--- src/rtl/trap_pkg.sv ---
// Shared cause codes and the fixed vector-offset table of the trap unit.
// Assumes a 4-bit cause code; every offset has bit 0 set as a privileged mark.
package trap_pkg;

    typedef enum logic [3:0] {
        FC_RESET     = 4'd0,
        FC_MCHK      = 4'd1,
        FC_ARITH     = 4'd2,
        FC_IRQ       = 4'd3,
        FC_DMISS_NAT = 4'd4,
        FC_DMISS_PRV = 4'd5,
        FC_ALIGN     = 4'd6,
        FC_DFAULT    = 4'd7,
        FC_DACV      = 4'd8,
        FC_IMISS     = 4'd9,
        FC_IFAULT    = 4'd10,
        FC_IACV      = 4'd11,
        FC_OPCDEC    = 4'd12,
        FC_FPDIS     = 4'd13,
        FC_PCALL     = 4'd14,
        FC_INTOVF    = 4'd15
    } fault_e;

    localparam int OFS_W = 14;

    // Handler offset from the base register for each cause
    function automatic logic [OFS_W-1:0] vec_offset(input fault_e f);
        case (f)
            FC_RESET:                 return 14'h0001;
            FC_MCHK:                  return 14'h0401;
            FC_ARITH, FC_INTOVF:      return 14'h0501;
            FC_IRQ:                   return 14'h0101;
            FC_DMISS_NAT:             return 14'h0201;
            FC_DMISS_PRV:             return 14'h0281;
            FC_ALIGN:                 return 14'h0301;
            FC_DFAULT, FC_DACV:       return 14'h0381;
            FC_IMISS, FC_IFAULT:      return 14'h0181;
            FC_IACV:                  return 14'h0081;
            FC_OPCDEC:                return 14'h0481;
            FC_FPDIS:                 return 14'h0581;
            FC_PCALL:                 return 14'h2001;
            default:                  return 14'h0001;
        endcase
    endfunction

    // Reserved arithmetic classes that must not redirect
    function automatic logic is_arith(input fault_e f);
        return (f == FC_ARITH) || (f == FC_INTOVF);
    endfunction

endpackage

--- src/rtl/trap_vec_table.sv ---
// Forms the handler target and the following PC from base and cause.
// Pure combinational; assumes XLEN is wider than the offset field.
module trap_vec_table
    import trap_pkg::*;
#(
    parameter int XLEN = 32
) (
    input  logic [XLEN-1:0] base,
    input  fault_e          code,
    output logic [XLEN-1:0] tgt,
    output logic [XLEN-1:0] tgt_next
);
    localparam int PAD_W = XLEN - OFS_W;

    logic [XLEN-1:0] ofs_ext;

    // Zero-extend the table offset and add it to the base
    always_comb begin
        ofs_ext  = {{PAD_W{1'b0}}, vec_offset(code)};
        tgt      = base + ofs_ext;
        tgt_next = base + ofs_ext + XLEN'(4);
    end
endmodule

--- src/rtl/trap_restart_sel.sv ---
// Chooses the next exception-restart value for a taken fault.
// Assumes the caller only uses the result when a fault is actually taken.
module trap_restart_sel
    import trap_pkg::*;
#(
    parameter int XLEN = 32
) (
    input  logic [XLEN-1:0] cur_pc,
    input  logic [XLEN-1:0] restart_q,
    input  fault_e          code,
    input  logic            priv,
    output logic [XLEN-1:0] restart_d
);
    // Trap class skips the instruction, a nested interrupt keeps the old value
    always_comb begin
        if (code == FC_PCALL || is_arith(code))
            restart_d = cur_pc + XLEN'(4);
        else if (code == FC_IRQ && priv)
            restart_d = restart_q;
        else
            restart_d = cur_pc;
    end
endmodule

--- src/rtl/trap_unit.sv ---
// Trap entry and privileged return sequencer.
// Takes one event per cycle (fault beats return), answers one cycle later with
// a registered redirect, restart register update and shadow-bank requests.
// Assumes the surrounding core holds further events off while it redirects.
module trap_unit
    import trap_pkg::*;
#(
    parameter int              XLEN     = 32,
    parameter logic [XLEN-1:0] BASE_RST = 32'h0001_0000
) (
    input  logic            clk,
    input  logic            rst_n,
    input  logic            fault_valid,
    input  logic [3:0]      fault_code,
    input  logic [XLEN-1:0] cur_pc,
    input  logic            priv_mode,
    input  logic            ret_valid,
    input  logic            base_we,
    input  logic [XLEN-1:0] base_wdata,
    output logic            redirect_valid,
    output logic [XLEN-1:0] target_pc,
    output logic [XLEN-1:0] next_pc,
    output logic [XLEN-1:0] restart_addr,
    output logic            shadow_enter,
    output logic            shadow_exit,
    output logic            irq_rearm,
    output logic            unimpl_err
);
    localparam logic [XLEN-1:0] BOOT_PC  = BASE_RST + XLEN'(vec_offset(FC_RESET));
    localparam logic [XLEN-1:0] BOOT_NXT = BOOT_PC + XLEN'(4);

    logic [XLEN-1:0] base_q;
    logic            boot_q;
    fault_e          in_code;
    fault_e          eff_code;
    logic            bad_ret;
    logic            good_ret;
    logic            arith_hit;
    logic            take_fault;
    logic [XLEN-1:0] vec_tgt;
    logic [XLEN-1:0] vec_nxt;
    logic [XLEN-1:0] restart_d;

    // Classify the incoming event
    always_comb begin
        in_code    = fault_e'(fault_code);
        bad_ret    = ret_valid && !priv_mode && !fault_valid;
        good_ret   = ret_valid &&  priv_mode && !fault_valid;
        arith_hit  = fault_valid && is_arith(in_code);
        take_fault = (fault_valid && !is_arith(in_code)) || bad_ret;
        eff_code   = bad_ret ? FC_OPCDEC : in_code;
    end

    trap_vec_table #(.XLEN(XLEN)) u_vec (
        .base     (base_q),
        .code     (eff_code),
        .tgt      (vec_tgt),
        .tgt_next (vec_nxt)
    );

    trap_restart_sel #(.XLEN(XLEN)) u_rsel (
        .cur_pc    (cur_pc),
        .restart_q (restart_addr),
        .code      (eff_code),
        .priv      (priv_mode),
        .restart_d (restart_d)
    );

    // Base register and boot-redirect flag
    always_ff @(posedge clk) begin
        if (!rst_n) begin
            base_q <= BASE_RST;
            boot_q <= 1'b1;
        end else begin
            boot_q <= 1'b0;
            if (base_we) base_q <= base_wdata;
        end
    end

    // Redirect target and restart register
    always_ff @(posedge clk) begin
        if (!rst_n) begin
            redirect_valid <= 1'b0;
            target_pc      <= BOOT_PC;
            next_pc        <= BOOT_NXT;
            restart_addr   <= '0;
        end else begin
            redirect_valid <= boot_q || take_fault || good_ret;
            if (take_fault) begin
                target_pc    <= vec_tgt;
                next_pc      <= vec_nxt;
                restart_addr <= restart_d;
            end else if (good_ret) begin
                target_pc <= restart_addr;
                next_pc   <= restart_addr + XLEN'(4);
            end
        end
    end

    // Shadow-bank, re-arm strobes and sticky arithmetic error
    always_ff @(posedge clk) begin
        if (!rst_n) begin
            shadow_enter <= 1'b0;
            shadow_exit  <= 1'b0;
            irq_rearm    <= 1'b0;
            unimpl_err   <= 1'b0;
        end else begin
            shadow_enter <= take_fault && !priv_mode;
            shadow_exit  <= good_ret && !restart_addr[0];
            irq_rearm    <= good_ret;
            unimpl_err   <= unimpl_err || arith_hit;
        end
    end
endmodule

--- config.mk ---
export PLATFORM = sky130hd
export DESIGN_NAME = trap_unit
export DESIGN_NICKNAME = d
export VERILOG_FILES = /design/src/rtl/trap_pkg.sv /design/src/rtl/trap_vec_table.sv /design/src/rtl/trap_restart_sel.sv /design/src/rtl/trap_unit.sv
export SDC_FILE = /design/constraint.sdc
export NUM_CORES = 1
export LEC_CHECK = 0
export ABC_AREA = 1
export BUFFER_PORTS_ARGS = -buffer_cell sky130_fd_sc_hd__buf_2
export CORE_MARGIN = 5
export CORE_UTILIZATION = 50
export DETAILED_ROUTE_END_ITERATION = 6
export PLACE_DENSITY = 0.81
export REMOVE_ABC_BUFFERS = 1
export SLEW_MARGIN = 10
export SYNTH_ARGS = -nofsm -noshare
export SYNTH_HDL_FRONTEND = slang
export SYNTH_SLANG_ARGS = --single-unit
--- constraint.sdc ---
create_clock -name clk -period 2.8 [get_ports clk]
set_input_delay 0.28 -clock clk [delete_from_list [all_inputs] [get_ports clk]]
set_output_delay 0.28 -clock clk [all_outputs]
set_load 0.1 [all_outputs]
# Word level (Yosys, flattened, before mapping)
# Memory sizes are Yosys's and may differ from the RTL's.
# Index checks and enable logic that the tools add are counted.
[classes]
muxes = 8
reduce_logical = 22
eq_ne = 7
addsub = 4
[ops]
columns = ["op", "count"]
rows = [
  ["$mux 32", 6],
  ["$add 32x3->32 const B", 3],
  ["$add 32x14->32", 1],
  ["$eq 4x2->1 const B", 3],
  ["$eq 4x4->1 const B", 3],
  ["$logic_and 1x1->1", 9],
  ["$logic_or 1x1->1", 7],
  ["$logic_not 1->1", 4],
  ["$mux 4", 1],
  ["$ne 2x1->1 const B", 1],
  ["$reduce_and 2->1", 1],
  ["$reduce_bool 2->1", 1],
  ["$mux 1", 1],
]
[totals]
memories = 1
regBits = 134
inputBits = 74
mem_bits_ro = 80
out_inout_bits = 101
[memory_table]
columns = ["name", "words", "width", "read_ports", "rd_ports_with_merged_regs", "write_ports", "line", "text"]
rows = [
  ["(name not given)", 16, 5, 1, 0, 0, "trap_pkg.sv:28", "case (f)"],
]

# Logic depth before layout (Yosys ltp)
# Gate-level depths: netlist of the first run.
[depth]
word_depth = 9
depth_mapped = 28
ltp_nobuf = 28

# Hierarchy
# A second synthesis of the first run with hierarchy kept.
[unflattened]
cells_unflattened = 1773
hier_area_um2 = 10314.9
[by_module_without_submodules]
columns = ["module", "seq_area_each_um2", "cells_each", "n_inst", "area_each_um2"]
rows = [
  ["trap_unit", 2682.6, 939, 1, 6288.5],
  ["trap_vec_table", 0.0, 509, 1, 2492.4],
  ["trap_restart_sel", 0.0, 325, 1, 1534.0],
]

# Worst setup path after synthesis of the first run
# Ideal clock, no wire load.
[synth_timing]
path_type = "input to register"
from = "in fault_valid"
to = "reg next_pc[26]"
setup_time_ps = 115
required_ps = 2685
path_slack_ps = -210
stages = 23
arrival_ps = 2895
path_cell_list = "inv_1 -> nand3_2 -> nand2_1 -> inv_1 -> ha_1 -> nor2_1 -> nor3_1 -> a21oi_1 -> ha_1 -> nand2_2 -> inv_1 -> a21oi_1 -> nand2_1 -> nand2_1 -> nand3_1 -> nand2_1 -> nand3_2 -> nor2_2 -> nand4_2 -> nor3_4 -> nand3_1 -> nand2_1 -> nor2_1"
[synth_via]
elab_chain_cells = 7
elab_cells_between_ends = 11
classes_between = "add/sub (2); mux (2); reduce/logical (6); memory (1)"
[synth_rtl]
columns = ["item", "line", "text"]
rows = [
  ["start: declaration", "trap_unit.sv:13", "input logic fault_valid,"],
  ["$logic_not 1->1", "trap_unit.sv:47, trap_unit.sv:48", ""],
  ["$logic_and 1x1->1", "trap_unit.sv:47", "bad_ret = ret_valid && !priv_mode && !fault_valid;"],
  ["$mux 4", "trap_unit.sv:51", "eff_code = bad_ret ? FC_OPCDEC : in_code;"],
  ["$mem_v2 16x5", "--", ""],
  ["$add 32x14->32", "trap_vec_table.sv:21", "tgt_next = base + ofs_ext + XLEN'(4);"],
  ["$add 32x3->32", "trap_vec_table.sv:21", ""],
  ["$mux 32", "trap_unit.sv:89", "if (take_fault) begin"],
  ["end signal: assignment", "trap_unit.sv:91", "next_pc <= vec_nxt;"],
  ["end signal: assignment", "trap_unit.sv:95", "next_pc <= restart_addr + XLEN'(4);"],
  ["end: declaration", "trap_unit.sv:22", "output logic [XLEN-1:0] next_pc,"],
]
# Parallel ways exist; a longest one is shown, timed or not.
# A chain may end at the register's enable or synchronous reset.

# Worst setup path in the final report of the first run
[layout_timing]
from = "in priv_mode"
to = "reg next_pc[21]"
[layout_via]
elab_chain_cells = 8
elab_cells_between_ends = 12
classes_between = "add/sub (2); mux (2); reduce/logical (7); memory (1)"
[layout_rtl]
columns = ["item", "line", "text"]
rows = [
  ["start: declaration", "trap_unit.sv:16", "input logic priv_mode,"],
  ["$logic_not 1->1", "trap_unit.sv:47", ""],
  ["$logic_and 1x1->1 (2 in series)", "trap_unit.sv:47", ""],
  ["$mux 4", "trap_unit.sv:51", ""],
  ["$mem_v2 16x5", "--", ""],
  ["$add 32x14->32", "trap_vec_table.sv:21", ""],
  ["$add 32x3->32", "trap_vec_table.sv:21", ""],
  ["$mux 32", "trap_unit.sv:89", ""],
]
# Parallel ways exist; a longest one is shown, timed or not.

==> out/summary.md, run 1 <==
The tightest hold path in the finished design has a slack of 75.3 ps. Post-synthesis sequential area ratio: 0.315. Leakage power: 5.68 nW.

After synthesis the netlist holds a flip-flop and latch count of 132. For the final number of hold-violating endpoints, the log shows 0. The max-slew violation count was 0; the global-route wire length before repair was 44500 µm.

The cell count after synthesis came out at 1304. The number of nets in the finished design is 1660, and the total number of vias is 9893. The number of levels the H-tree was split into was 4. The clock arrives with 10.3 ps of skew.

Fill cells in the final layout number 1343. STA puts the critical path data required time at 3100 ps. The share of the clock period used by the worst path is 1.04. The fraction of layout instances using a drive strength above 1 is 0.331, and the worst relative slew slack is 0.568.

The via count of the first global-routing pass was 9252. VDD sags by at most 0.525 mV. Counting the buffers created by CTS gives 17. The clock edge transition at the registers on the reported setup and hold paths is 60 ps. The library cell used most frequently in the layout, excluding fill and tap cells, is sky130_fd_sc_hd__nand2_1. The total overflow left after global routing is 0. Using the TritonRoute via totals, the vias-per-cell ratio works out to 5.48.

The logs give -101 ps for the final worst setup slack and 132 for the number of clock sinks. The worst-margin pin slew is 648 ps, and the total instance count after detailed placement is 1754. The area growth from synthesis to layout is 37.7%.

The run gives 0 as the antenna cell count. The count of nets left with antenna violations once routing finished came out at 0. The tools report the max-cap violation count as 0. Leaving out filler cells and counting taps, the final layout contains 1805. The run finished, with violations left. From left edge to right edge, the die measures 140 µm. Setup repair after global routing could not meet its margin everywhere. The run gives 2 as the maximum buffer depth of the clock tree.

The wire length after detailed routing was 28900 µm; the maximum operating frequency was 345 MHz. The die is 140 µm tall. The finished cells cover 11600 µm².

The total routing resource utilization after global routing is 0.276. Synthesis instantiated 51 different standard cells from the library. The number of enable flip-flop cells after synthesis was 0. The most used flip-flop cell after synthesis is sky130_fd_sc_hd__dfxtp_1. Port buffer count: 174.

The worst setup path is launched from a primary input. For this block, the initial DRC count from the detailed router was 729. The final critical path time including I/O delays and setup was 2900 ps. The tree is rooted in a sky130_fd_sc_hd__clkbuf_16. The critical path in this run is classified as in -> reg. At the end of routability-driven placement, the weighted congestion stood at 0.975. The final number of setup-violating endpoints is 8.

175 I/O pins were placed. The power density over the cells was 627 nW/µm². The share of async-settable or async-resettable flops after synthesis was 0. The yosys synthesis warning count came out at 0.

TritonCTS built the clock tree. The initialized floorplan defines 47 standard-cell rows. The checks that failed: negative setup slack. In this run the worst path has a maximum fanout of 8.

The pin count of the biggest net entering global routing came out at 73. The half-perimeter wire length after detailed placement was 20900 µm. Element type at the critical path end: a register. The run gives 4 as the number of antenna violations at the first check in global routing. In the final routed layout, each cell accounts on average for 16.0 µm.

The tools report the arrival time at the worst endpoint as 3200 ps. The run gives 0.699 as the core utilization of the finished layout. The logs give 0 for the post-route DRC violation count and 8390 µm² for the post-synthesis instance area. The number of buffers inserted by hold repair at cts was 0. The library cells used most frequently in the layout, excluding fill and tap cells, are 259 x sky130_fd_sc_hd__nand2_1, 171 x sky130_fd_sc_hd__buf_2, 155 x sky130_fd_sc_hd__inv_1, 132 x sky130_fd_sc_hd__dfxtp_1, 129 x sky130_fd_sc_hd__nor2_1.

The total area inside the core boundary comes to 16500 µm². The tools report the starting density of the core as 0.508. A synthesized cell averages 6.44 µm². Once placement finished, the instance area stood at 10100 µm². The clock reaches the later pin of the worst-skew pair after 420 ps.

Before antenna repair, the detailed router went through 5 iterations. The total die area came out at 19500 µm². The worst hold path belongs to the class in -> reg.
==> critical path: stages <==
cell                       delay (ps)
sky130_fd_sc_hd__buf_6             80
sky130_fd_sc_hd__inv_4             30
sky130_fd_sc_hd__nand3_4          100
sky130_fd_sc_hd__nand2_4           70
sky130_fd_sc_hd__inv_4             80
sky130_fd_sc_hd__ha_4             140
sky130_fd_sc_hd__nor2_2            40
sky130_fd_sc_hd__nor3_2           180
sky130_fd_sc_hd__a21oi_2           70
sky130_fd_sc_hd__ha_4             290
sky130_fd_sc_hd__nand2_4           70
sky130_fd_sc_hd__buf_6            120
sky130_fd_sc_hd__nor2_4           150
sky130_fd_sc_hd__inv_2             70
sky130_fd_sc_hd__nor2_4           120
sky130_fd_sc_hd__nand2_2           70
sky130_fd_sc_hd__nand2_2           90
sky130_fd_sc_hd__nand2_1           80
sky130_fd_sc_hd__nand3_2           70
sky130_fd_sc_hd__nand2_2          100
sky130_fd_sc_hd__inv_2            100
sky130_fd_sc_hd__nand3_4          100
sky130_fd_sc_hd__nor2_4           270
sky130_fd_sc_hd__nand2_1          150
sky130_fd_sc_hd__o21bai_1         170
sky130_fd_sc_hd__a21oi_1           70
==> kinds of logic after synthesis <==
logic type               share of synthesized area
XOR/XNOR                                    0.0365
AO/OA/AOI/OAI                                0.160
buffers and inverters                        0.113
adder cells (fa/ha/maj)                     0.0194
AND/OR/NAND/NOR                              0.356
flip-flops                                   0.315
==> power by group <==
| group | total (mW) | internal, mW | switching, mW |
|---|---|---|---|
| Sequential | 2.20 | 2.06 | 0.138 |
| Clock | 2.43 | 1.56 | 0.870 |
| Combinational | 2.61 | 0.667 | 1.95 |
| Total | 7.24 | 4.28 | 2.96 |
==> per-layer routing <==
| layer | track usage | part of all wire |
|---|---|---|
| met5 | 0 | 0.0017 |
| met4 | 0.104 | 0.031 |
| met3 | 0.0521 | 0.080 |
| met2 | 0.464 | 0.48 |
| met1 | 0.355 | 0.41 |
==> flip-flops by register name, summed over array words and instances, names as in the netlist <==
register and count:
base_q 32, restart_addr 32, target_pc 32, next_pc 30, boot_q 1, irq_rearm 1
redirect_valid 1, shadow_enter 1, shadow_exit 1, unimpl_err 1
==> through the flow <==
step | power (mW) | setup slack, ps | TNS (ps)
finish | 7.24 | -101 | -294
global route | 7.50 | -204 | -2720
CTS | 7.10 | -0.941 | -0.941
detailed placement | 4.63 | -665 | -14380
global placement | 4.60 | -543 | -10520
floorplan | 3.94 | -298 | -6980
==> area by class of cell <==
cell class	count	area [µm²]	area share
tap	220	275	0.0238
clock inverter	11	176	0.0153
multi-input combinational	933	5340	0.462
timing repair buffer	301	1940	0.168
clock buffer	20	467	0.0404
sequential	132	2640	0.229
inverter	188	713	0.0617
==> path summary, 6_finish.rpt <==
| path | start | endpoint | slack [ps] | cells after the start |
|---|---|---|---|---|
| min reg2reg | boot_q$_DFF_P_ | redirect_valid$_SDFF_PN0_ | 450 | 2 |
| min | base_wdata[7] | base_q[7]$_SDFFE_PN0P_ | 80 | 3 |
| max | priv_mode | next_pc[21]$_SDFFE_PN0P_ | -100 | 26 |
| max reg2reg | base_q[1]$_SDFFE_PN0P_ | next_pc[21]$_SDFFE_PN0P_ | 40 | 14 |
==> synthesized netlist by cell type (3+ instances only) <==
master,number,area share
sky130_fd_sc_hd__a211oi_1,3,0.0027
sky130_fd_sc_hd__a21oi_1,64,0.038
sky130_fd_sc_hd__a21oi_2,3,0.0031
sky130_fd_sc_hd__buf_2,7,0.0042
sky130_fd_sc_hd__buf_4,4,0.0036
sky130_fd_sc_hd__buf_6,4,0.0054
sky130_fd_sc_hd__clkbuf_1,35,0.016
sky130_fd_sc_hd__dfxtp_1,132,0.31
sky130_fd_sc_hd__ha_1,13,0.019
sky130_fd_sc_hd__inv_1,166,0.074
sky130_fd_sc_hd__inv_2,20,0.0089
sky130_fd_sc_hd__nand2_1,294,0.13
sky130_fd_sc_hd__nand2_2,19,0.014
sky130_fd_sc_hd__nand3_1,87,0.052
sky130_fd_sc_hd__nand3_2,8,0.0095
sky130_fd_sc_hd__nand3b_1,6,0.0054
sky130_fd_sc_hd__nand4_1,17,0.013
sky130_fd_sc_hd__nand4_2,3,0.0045
sky130_fd_sc_hd__nor2_1,146,0.065
sky130_fd_sc_hd__nor2_2,14,0.010
sky130_fd_sc_hd__nor2_4,6,0.0080
sky130_fd_sc_hd__nor3_1,22,0.013
sky130_fd_sc_hd__nor4_1,6,0.0045
sky130_fd_sc_hd__o211ai_1,32,0.029
sky130_fd_sc_hd__o21ai_0,107,0.064
sky130_fd_sc_hd__o21ai_1,3,0.0018
sky130_fd_sc_hd__o21bai_1,7,0.0063
sky130_fd_sc_hd__or2_1,3,0.0022
sky130_fd_sc_hd__or2_2,10,0.0075
sky130_fd_sc_hd__xnor2_1,7,0.0073
sky130_fd_sc_hd__xor2_1,28,0.029
==> timing repair <==
action / CTS / global route
gates resized for setup: 38 / 118
pin swaps: 34 / 63
setup buffers: 9 / 11
endpoints found under the setup margin: 18 / 21
Power figures use the tool's default switching activity.
==> run 2, diff against run 1 <==
CAP_MARGIN = 5   (was default)
CORE_ASPECT_RATIO = 1.75   (was default)
CORE_UTILIZATION = 52   (was 50)
PLACE_DENSITY = 0.82   (was 0.81)
SYNTH_HIERARCHICAL = 1   (was default)
==> run 2 against run 1 <==
Global-route usage up 6.5 points; worst hold slack worse by 16 ps; via count up 38%; total power up 3.1%; critical endpoint is now next_pc[20]$_SDFFE_PN0P_; critical path type unchanged; sequential share of layout area down 4.6 points; non-clock buffer count up 58; first-iteration DRC count up 100%; wire length up 61%; die area up 17%; cell count up 30%; the flow still finishes with violations (negative setup slack).
==> out/summary.md, run 2 <==
Final worst setup slack: -687 ps. Kind of critical path: in -> reg. The post-synthesis instance area was 10300 µm².

The tools report the cell at the root of the clock tree as sky130_fd_sc_hd__clkbuf_16. The synthesis-stage register bit count works out to 134. After global routing, the most crowded layer is met2.

The number of antenna diodes in the final layout is 0. After global routing the overflow that remains totals 0. The logs give 2680 µm² for the area taken by flip-flops and latches and 3790 ps for the arrival time at the worst endpoint.

The most frequent cell on the critical path is sky130_fd_sc_hd__nand2_4. Hold is met by 59.3 ps. The cell type of the slowest stage on the worst timing path is sky130_fd_sc_hd__or2_4. The net switching fraction of the power was 0.417. The type of the tightest min-delay check is in -> reg. The total number of vias is 13.7k, and the maximum buffer depth of the clock tree is 2. The via count of the first global-routing pass was 12.4k. Dividing the detail-routed via count by the number of cells gives 5.82.

For this design the total switching power over the nets is 3.12 mW. For this run, the leading register cell type out of synthesis is sky130_fd_sc_hd__dfxtp_1. Setup repair after global routing could not meet its margin everywhere. The run gives 287 MHz as the maximum operating frequency. Family with the most delay on the worst path: simple AND/OR/NAND/NOR gates. The synthesized design contains 0 enable-type register cells. By area the synthesized netlist is led by sky130_fd_sc_hd__dfxtp_1 26%, sky130_fd_sc_hd__nand2_1 21%, sky130_fd_sc_hd__nand3_1 9.1%. The yosys synthesis warning count was 6; the layout filler cell count was 1433.

TritonCTS built the clock tree. The checks that failed: negative setup slack. Element type at the critical path end: a register.

The global-route wire length before repair is 61600 µm, and the share of the clock period used by the worst path is 1.25. Across the VDD grid, the largest voltage drop is 0.433 mV. STA puts the critical path data required time at 3110 ps. The count of nets left with antenna violations once routing finished came out at 0. For the fraction of met3 tracks used by global routing, the log shows 0.0420.

Each instance of the synthesized netlist takes up on average 5.82 µm². The run gives -1040 ps as the pre-CTS setup slack. TritonCTS created 17 clock buffers.

The tool flagged a number of max-cap violations equal to 0. Entering global routing, the biggest net connects 103 pins. In this run, distinct cell masters in the synthesized netlist total 42. The fraction of met2 tracks used by global routing was 0.618. The height of the die is 196 µm.

The run gives 0.349 as the met1 track demand over resource in global routing. In this run the horizontal extent of the chip is 116 µm. CTS saw 134 sinks.

Ranked by instance count, the synthesized netlist is headed by 582 x sky130_fd_sc_hd__nand2_1, 220 x sky130_fd_sc_hd__inv_1, 209 x sky130_fd_sc_hd__nor2_1. Setup violations remaining at the end of the flow were counted as 43. On the worst path, the slowest cell contributes a delay of 290 ps. The top-level port count was 175; the port buffer count was 174.

Among all cell types in the netlist, the one instantiated most often is sky130_fd_sc_hd__nand2_1. The half-perimeter wire length after detailed placement was 28600 µm; the final number of hold-violating endpoints was 0. Leaving out fill and tap cells, the most frequent cell in the layout is sky130_fd_sc_hd__nand2_1. The die covers 22900 µm². Along the worst path, the maximum fanout reaches 6. Leakage power: 7.38 nW. After clock tree synthesis, the clock-pin slew on the worst setup and hold paths is 60 ps. The floorplan has 68 rows.

The internal power component is 4.35 mW. The tools report the critical path launch point type as a primary input. The fraction of layout instances using a drive strength above 1 works out to 0.339.

Summed over all layers, the routed wires come to 46700 µm. The logs give 0.525 for the starting density of the core and 1 for the number of antenna violations at the first check in global routing. The total routing resource utilization after global routing is 0.342, and the total power after layout is 7.47 mW.

The routed design could run at a clock period as short as 3490 ps. The tools report the power share of the sequential group as 0.301. The clock insertion delay at the later pin of the skew report came out at 440 ps.

The run finished, with violations left. In this run the register-to-register setup slack is -250 ps. The multi-input combinational cells in the finished layout cover a total of 7640 µm². The worst relative slew slack is 0.357. The share of async-settable or async-resettable flops after synthesis was 0; the iteration count of the initial detailed-routing pass was 7. In the routed design, unresolved DRC markers number 0. In the layout the commonest cells are 480 x sky130_fd_sc_hd__nand2_1, 200 x sky130_fd_sc_hd__inv_1, 173 x sky130_fd_sc_hd__buf_2, 157 x sky130_fd_sc_hd__nor2_1, 155 x sky130_fd_sc_hd__nand3_1. The max-slew violation count is 0, and the post-synthesis to final-layout area growth is 42.4%. The floorplan step defined a core boundary enclosing 19700 µm². The share of the synthesized area in the top cell type was 0.260; the final routed wire length divided by cell count was 19.9 µm.

Counting every instance in the synthesized netlist gives 1773. The clock power share was 0.324; the last weighted congestion value of the routability-driven placer was 0.975. The tools report the combinational group share of total power as 0.375.

In this run, the number of DRC markers left after iteration 0 of detailed routing was 1481. The number of buffers and inverters on the critical path is 7. The tools report the number of levels the H-tree was split into as 4. The cell taking the most area after synthesis is sky130_fd_sc_hd__dfxtp_1. For the post-synthesis sequential area ratio, the log shows 0.260.

For the clock skew, the log shows 12.9 ps. The number of nets in the finished design is 2176, and the worst-margin pin slew is 963 ps. Power spread over the standard cell area amounts to 508 nW/µm².
==> run 2: changes by cell type after synthesis, sizes merged, moves of 6 or more <==
| cell | before | now |
|---|---|---|
| buf | 16 | 38 |
| clkbuf | 35 | 26 |
| inv | 186 | 226 |
| nand2 | 315 | 597 |
| nand3 | 97 | 194 |
| nor2 | 166 | 235 |
| nor3 | 26 | 4 |
| nor4 | 6 | 0 |
| o211ai | 32 | 9 |
| o21ai | 113 | 103 |
| or2 | 14 | 36 |
| xor2 | 28 | 36 |
==> run 2: repair_timing <==
action	in CTS	in global routing
pin swaps	89	125
setup endpoints to repair	34	65
hold buffers	0	0
endpoints found under the hold margin	0	0
gates cloned	0	7
setup buffers	31	21
resized for setup	164	217
==> run 2: worst paths after layout <==
kind | from | end | cells past startpoint
max | fault_valid | next_pc[20]$_SDFFE_PN0P_ | 29
min | base_wdata[16] | base_q[16]$_SDFFE_PN1P_ | 3
max reg2reg | base_q[1]$_SDFFE_PN0P_ | next_pc[20]$_SDFFE_PN0P_ | 21
min reg2reg | boot_q$_DFF_P_ | redirect_valid$_SDFF_PN0_ | 2
==> run 2: worst register-to-register path, cell delays in order, from the launching register on <==
cell,delay [ps]
sky130_fd_sc_hd__dfxtp_1,410
sky130_fd_sc_hd__ha_1,280
sky130_fd_sc_hd__buf_4,150
sky130_fd_sc_hd__nand3_2,120
sky130_fd_sc_hd__nor2_4,320
sky130_fd_sc_hd__nand3_4,160
sky130_fd_sc_hd__nand3_4,140
sky130_fd_sc_hd__nand2_4,80
sky130_fd_sc_hd__nand2_4,100
sky130_fd_sc_hd__nand2_4,70
sky130_fd_sc_hd__nor2_4,160
sky130_fd_sc_hd__nand2_4,70
sky130_fd_sc_hd__nor2_4,210
sky130_fd_sc_hd__buf_6,130
sky130_fd_sc_hd__xor2_1,120
sky130_fd_sc_hd__inv_1,50
sky130_fd_sc_hd__inv_1,50
sky130_fd_sc_hd__nand2_1,40
sky130_fd_sc_hd__nand2_1,80
sky130_fd_sc_hd__inv_1,40
sky130_fd_sc_hd__nand2_1,70
sky130_fd_sc_hd__a21oi_1,80
==> run 2: through the flow <==
| stage | instance area, µm² | instances | util | TNS, ps |
|---|---|---|---|---|
| 6_report | 14700 | 2345 | 0.747 | -12940 |
| 3_3_place_gp | 12200 | 2257 | 0.619 | -29470 |
| 3_5_place_dp | 12200 | 2257 | 0.619 | -32250 |
| 4_1_cts | 13600 | 2319 | 0.691 | -5310 |
| 5_1_grt | 14700 | 2345 | 0.747 | -17910 |
| 2_1_floorplan | 9950 | 1709 | - | -11490 |
==> run 2: cell type report <==
type,instances,share of cell area
Multi-Input combinational cell,1350,0.520
Sequential cell,134,0.183
Timing Repair Buffer,359,0.174
Inverter,226,0.0602
Clock buffer,19,0.0295
Tap cell,245,0.0209
Clock inverter,12,0.0121
==> run 2: logic make-up (layout without fill, tap and decap cells) <==
kind of cell               count (synthesis)  after routing  synth area share
buffers and inverters                    290            616             0.118
AOI/OAI and AO/OA                        189            189            0.0975
DFF                                      134            134             0.260
muxes                                      2              2           0.00218
adders and majority gates                 14             14            0.0170
xor gates and xnor gates                  45             45            0.0397
and+or+nand+nor                         1099           1100             0.466
==> run 2: per-layer routing <==
metal / part of all wire / up-vias / wire length, µm
met3: 0.081 / 371 / 3790
met2: 0.50 / 923 / 23200
met1: 0.32 / 6154 / 15000
met4: 0.10 / 2 / 4720
met5: 0.00026 / - / 12
li1: - / 6205 / -
==> run 2: power by group through the flow <==
stage | clock, mW | combinational (mW) | sequential [mW]
6_report | 2.42 | 2.80 | 2.25
5_1_grt | 2.49 | 2.93 | 2.26
4_1_cts | 2.38 | 2.42 | 2.23
3_5_place_dp | 0 | 2.27 | 2.26
3_3_place_gp | 0 | 2.24 | 2.26
2_1_floorplan | 0 | 0.764 | 3.09
==> run 3, diff against run 2 <==
ABC_AREA = default   (was 1)
CORE_UTILIZATION = 51   (was 52)
GPL_TIMING_DRIVEN = 0   (was default)
==> run 3 against run 2 <==
The run ends with design-rule violations, negative setup slack left; core utilization down 4.8 points; cell count down 33%; maximum frequency down 9.0%; highest routed layer is now met4; sequential share of layout area up 4.3 points; critical path depth down 7; first-iteration DRC count down 21%; register-to-register slack worse by 560 ps.
==> out/summary.md, run 3 <==
The number of levels the H-tree was split into was 4. The post-route DRC violation count was 7; the final number of setup-violating endpoints was 39. Logic depth of the worst path, buffers included: 22. The half-perimeter wire length after detailed placement is 20600 µm.

The final reports fail on design-rule violations, negative setup slack. The most common cell in the synthesized netlist is sky130_fd_sc_hd__nand2_1. Most common cell after layout, fill and taps aside: sky130_fd_sc_hd__buf_2. Using the TritonRoute via totals, the vias-per-cell ratio works out to 6.62. The multi-input gate area in the final layout came out at 6480 µm². The cell taking the most area after synthesis was sky130_fd_sc_hd__dfxtp_1.

Setup repair after global routing could not meet its margin everywhere. The number of cells on the worst reg-to-reg path is 13, and the worst-margin pin slew is 1140 ps. By area the synthesized netlist is led by sky130_fd_sc_hd__dfxtp_1 30%, sky130_fd_sc_hd__nand2_1 6.4%, sky130_fd_sc_hd__nor2_1 5.1%. The run finished, with violations left. The share of the clock period used by the worst path is 1.37.

The most frequent cell on the critical path is sky130_fd_sc_hd__buf_6. The run gives 0 as the number of buffers inserted by hold repair at cts. TritonCTS created 17 clock buffers. The final routed wire length divided by cell count was 22.1 µm; the total power after layout was 6.89 mW. The peak per-stage delay on the critical path came out at 450 ps. At the worst endpoint, the required time is 3120 ps. The logs give 0 for the global-route congestion overflow total and 8.69 ps for the clock skew. Detailed routing inserted a total of 10.5k vias.

The core region is 17000 µm². Share of async-settable or async-resettable flops after synthesis: 0. Area taken by flip-flops and latches: 2690 µm². The layout has 1284 filler cells. For the max-cap violation count, the log shows 0.

The synthesized netlist contains 89 unique library cells. The critical path contains buffers and inverters numbering 6 combined. The signal on the critical path passes through buf_6, nor3b_4, buf_6, nor2b_4, inv_2, ha_4, nand2_2, o21ai_2, ha_4, buf_6, nor2_2, a21oi_2, nand2_2, o41a_1, a221oi_4, nand4_1, buf_6, buf_6, nor3_4, xor2_1, nor2_1, o31ai_1. The first global-routing pass estimated 49700 µm of wire. After the first detailed-routing iteration, the DRC count stood at 1164. After layout, the minimum clock period comes to 3830 ps.

The worst relative slew slack was 0.237. The post-synthesis sequential area ratio was 0.304. Summing every instance area after synthesis gives 8830 µm². The total routing resource utilization after global routing was 0.312; the starting density of the core was 0.519. The fraction of layout instances using a drive strength above 1 was 0.328; the mean cell area of the mapped netlist was 7.76 µm².

The commonest cells after synthesis are 150 x sky130_fd_sc_hd__nand2_1, 134 x sky130_fd_sc_hd__dfxtp_1, 120 x sky130_fd_sc_hd__nor2_1. IR analysis of the VDD net gives a maximum drop of 0.369 mV. In the synthesized netlist the dominant register cell turns out to be sky130_fd_sc_hd__dfxtp_1. The area growth from synthesis to layout is 34.8%. The max-slew violation count was 0; the final worst setup slack was -1030 ps. In this run the cell area measured after placement is 9740 µm². Entering global routing, the biggest net connects 77 pins. The routed design has 34900 µm of wire. The final number of hold-violating endpoints was 0; the port buffer count was 174. The die is 184 µm tall. The top cell types in the final layout, fill and taps aside, are 171 x sky130_fd_sc_hd__buf_2, 141 x sky130_fd_sc_hd__nand2_1, 131 x sky130_fd_sc_hd__dfxtp_1, 109 x sky130_fd_sc_hd__nor2_1, 62 x sky130_fd_sc_hd__a21oi_1. For this design the static power due to leakage is 4.93 nW. The share of the synthesized area in the top cell type is 0.304, and the arrival time at the worst endpoint is 4150 ps.

The run gives 175 as the top-level port count. After clock tree synthesis, the clock-pin slew on the worst setup and hold paths is 70 ps. The critical path starts at ret_valid. In the synthesized netlist, the number of instances is 1137. The tools report the maximum operating frequency as 261 MHz. The last weighted congestion value of the routability-driven placer is 0.925, and the post-route antenna net violation count is 0. The startpoint of the worst-slack reg-to-reg timing path is base_q[0]$_SDFFE_PN0P_. Setup total negative slack on the finished layout was measured at -17590 ps. The yosys synthesis warning count was 6; the post-layout instance area was 11900 µm². Cell type of the slowest stage on the worst timing path: sky130_fd_sc_hd__o41a_1. The via count of the first global-routing pass was 9486; the cell row count was 63.

The family with the most delay on the worst path is compound AO/OA/AOI/OAI gates. The power density over the cells is 579 nW/µm², and the number of stages on the worst hold path is 2. In this run the worst path has a maximum fanout of 5. For the number of clock sinks, the log shows 134.

The critical path launch point type was a primary input. Yosys mapped a number of flops with a built-in enable equal to 0. Type of the tightest min-delay check: in -> reg. The synthesis-stage register bit count is 134, and the pre-CTS setup slack is -1960 ps. The clock insertion delay at the later pin of the skew report was 440 ps; the iteration count of the initial detailed-routing pass was 7. Kind of critical path: in -> reg. The net count of the finished layout is 1424. The horizontal extent of the die is 109 µm, and the maximum buffer depth of the clock tree is 2. The run gives 2 as the number of antenna violations at the first check in global routing. In this run the most critical hold path is launched from priv_mode. TritonCTS built the clock tree. For the total die area, the log shows 20100 µm². The worst setup path is captured at a register.

The tree is rooted in a sky130_fd_sc_hd__clkbuf_16.
## run 3: changes by cell type in the layout (fill, tap and decap cells not counted), sizes merged, moves of 26 or more
| cell | previous run | this run |
|---|---|---|
| nand3 | 194 | 54 |
| xnor2 | 9 | 35 |
| nor2 | 235 | 121 |
| mux2i | 0 | 37 |
| or2 | 36 | 8 |
| inv | 228 | 24 |
| nand2 | 598 | 150 |
| o21ai | 103 | 61 |
| buf | 356 | 258 |
| nor3 | 4 | 30 |
| a31oi | 5 | 41 |
## run 3: repair_timing
action / 4_1_cts / 5_1_grt
pin swaps: 48 / 57
setup buffers: 50 / 32
cloned: 2 / 1
resized for setup: 110 / 75
setup endpoints to repair: 57 / 45
## run 3: through the flow
stage | cells | utilization | hold WS [ps]
floorplan | 1056 | - | 342
global placement | 1457 | 0.563 | 422
detailed placement | 1463 | 0.572 | 434
CTS | 1547 | 0.667 | 19.9
global route | 1578 | 0.699 | 38.7
finish | 1578 | 0.699 | 41.3
## run 3: final timing paths
path	to	slack (ps)
setup reg to reg	next_pc[25]$_SDFFE_PN0P_	-810
setup / recovery	next_pc[25]$_SDFFE_PN0P_	-1030
hold reg to reg	redirect_valid$_SDFF_PN0_	440
hold / removal	shadow_enter$_SDFF_PN0_	40
## run 3: routing by layer
metal / part of all wire / GRT usage / vias up / wire length [µm]
li1: - / - / 4557 / -
met1: 0.34 / 0.354 / 4919 / 11900
met2: 0.49 / 0.535 / 782 / 17000
met3: 0.098 / 0.0485 / 196 / 3430
met4: 0.071 / 0.194 / 0 / 2470
met5: 0 / 0 / - / 0
## run 3: final cells by class
class                           count  share of cell area
Antenna cell                        2            0.000421
Clock inverter                     13              0.0163
Clock buffer                       19              0.0372
Inverter                           21             0.00715
Sequential cell                   134               0.226
Timing Repair Buffer              258               0.145
Multi-Input combinational cell    904               0.544
Tap cell                          227              0.0239
## run 3: kinds of logic (layout without fill, tap and decap cells)
family,after synthesis,in the layout,share of synthesized area
compound gates,296,297,0.223
xor+xnor,77,77,0.0806
other cells,0,2,0
buf+inv,102,311,0.0536
simple gates,477,479,0.277
fa+ha+maj,14,14,0.0198
flops,134,134,0.304
mux,37,37,0.0420
## run 3: worst reg2reg max path, delay by kind of cell (launching register included)
kind,cells,cell delay (ps)
and+or+nand+nor,5,760
DFF,1,460
adders and majority gates,1,330
buffers and inverters,2,300
xor gates and xnor gates,1,190
AOI/OAI and AO/OA,4,1450
## run 3: power by group
| part | total [mW] | internal [mW] | switching [mW] |
|---|---|---|---|
| clock | 2.50 | 1.53 | 0.972 |
| sequential | 2.25 | 2.05 | 0.194 |
| combinational | 2.15 | 0.556 | 1.59 |
| total | 6.89 | 4.14 | 2.76 |
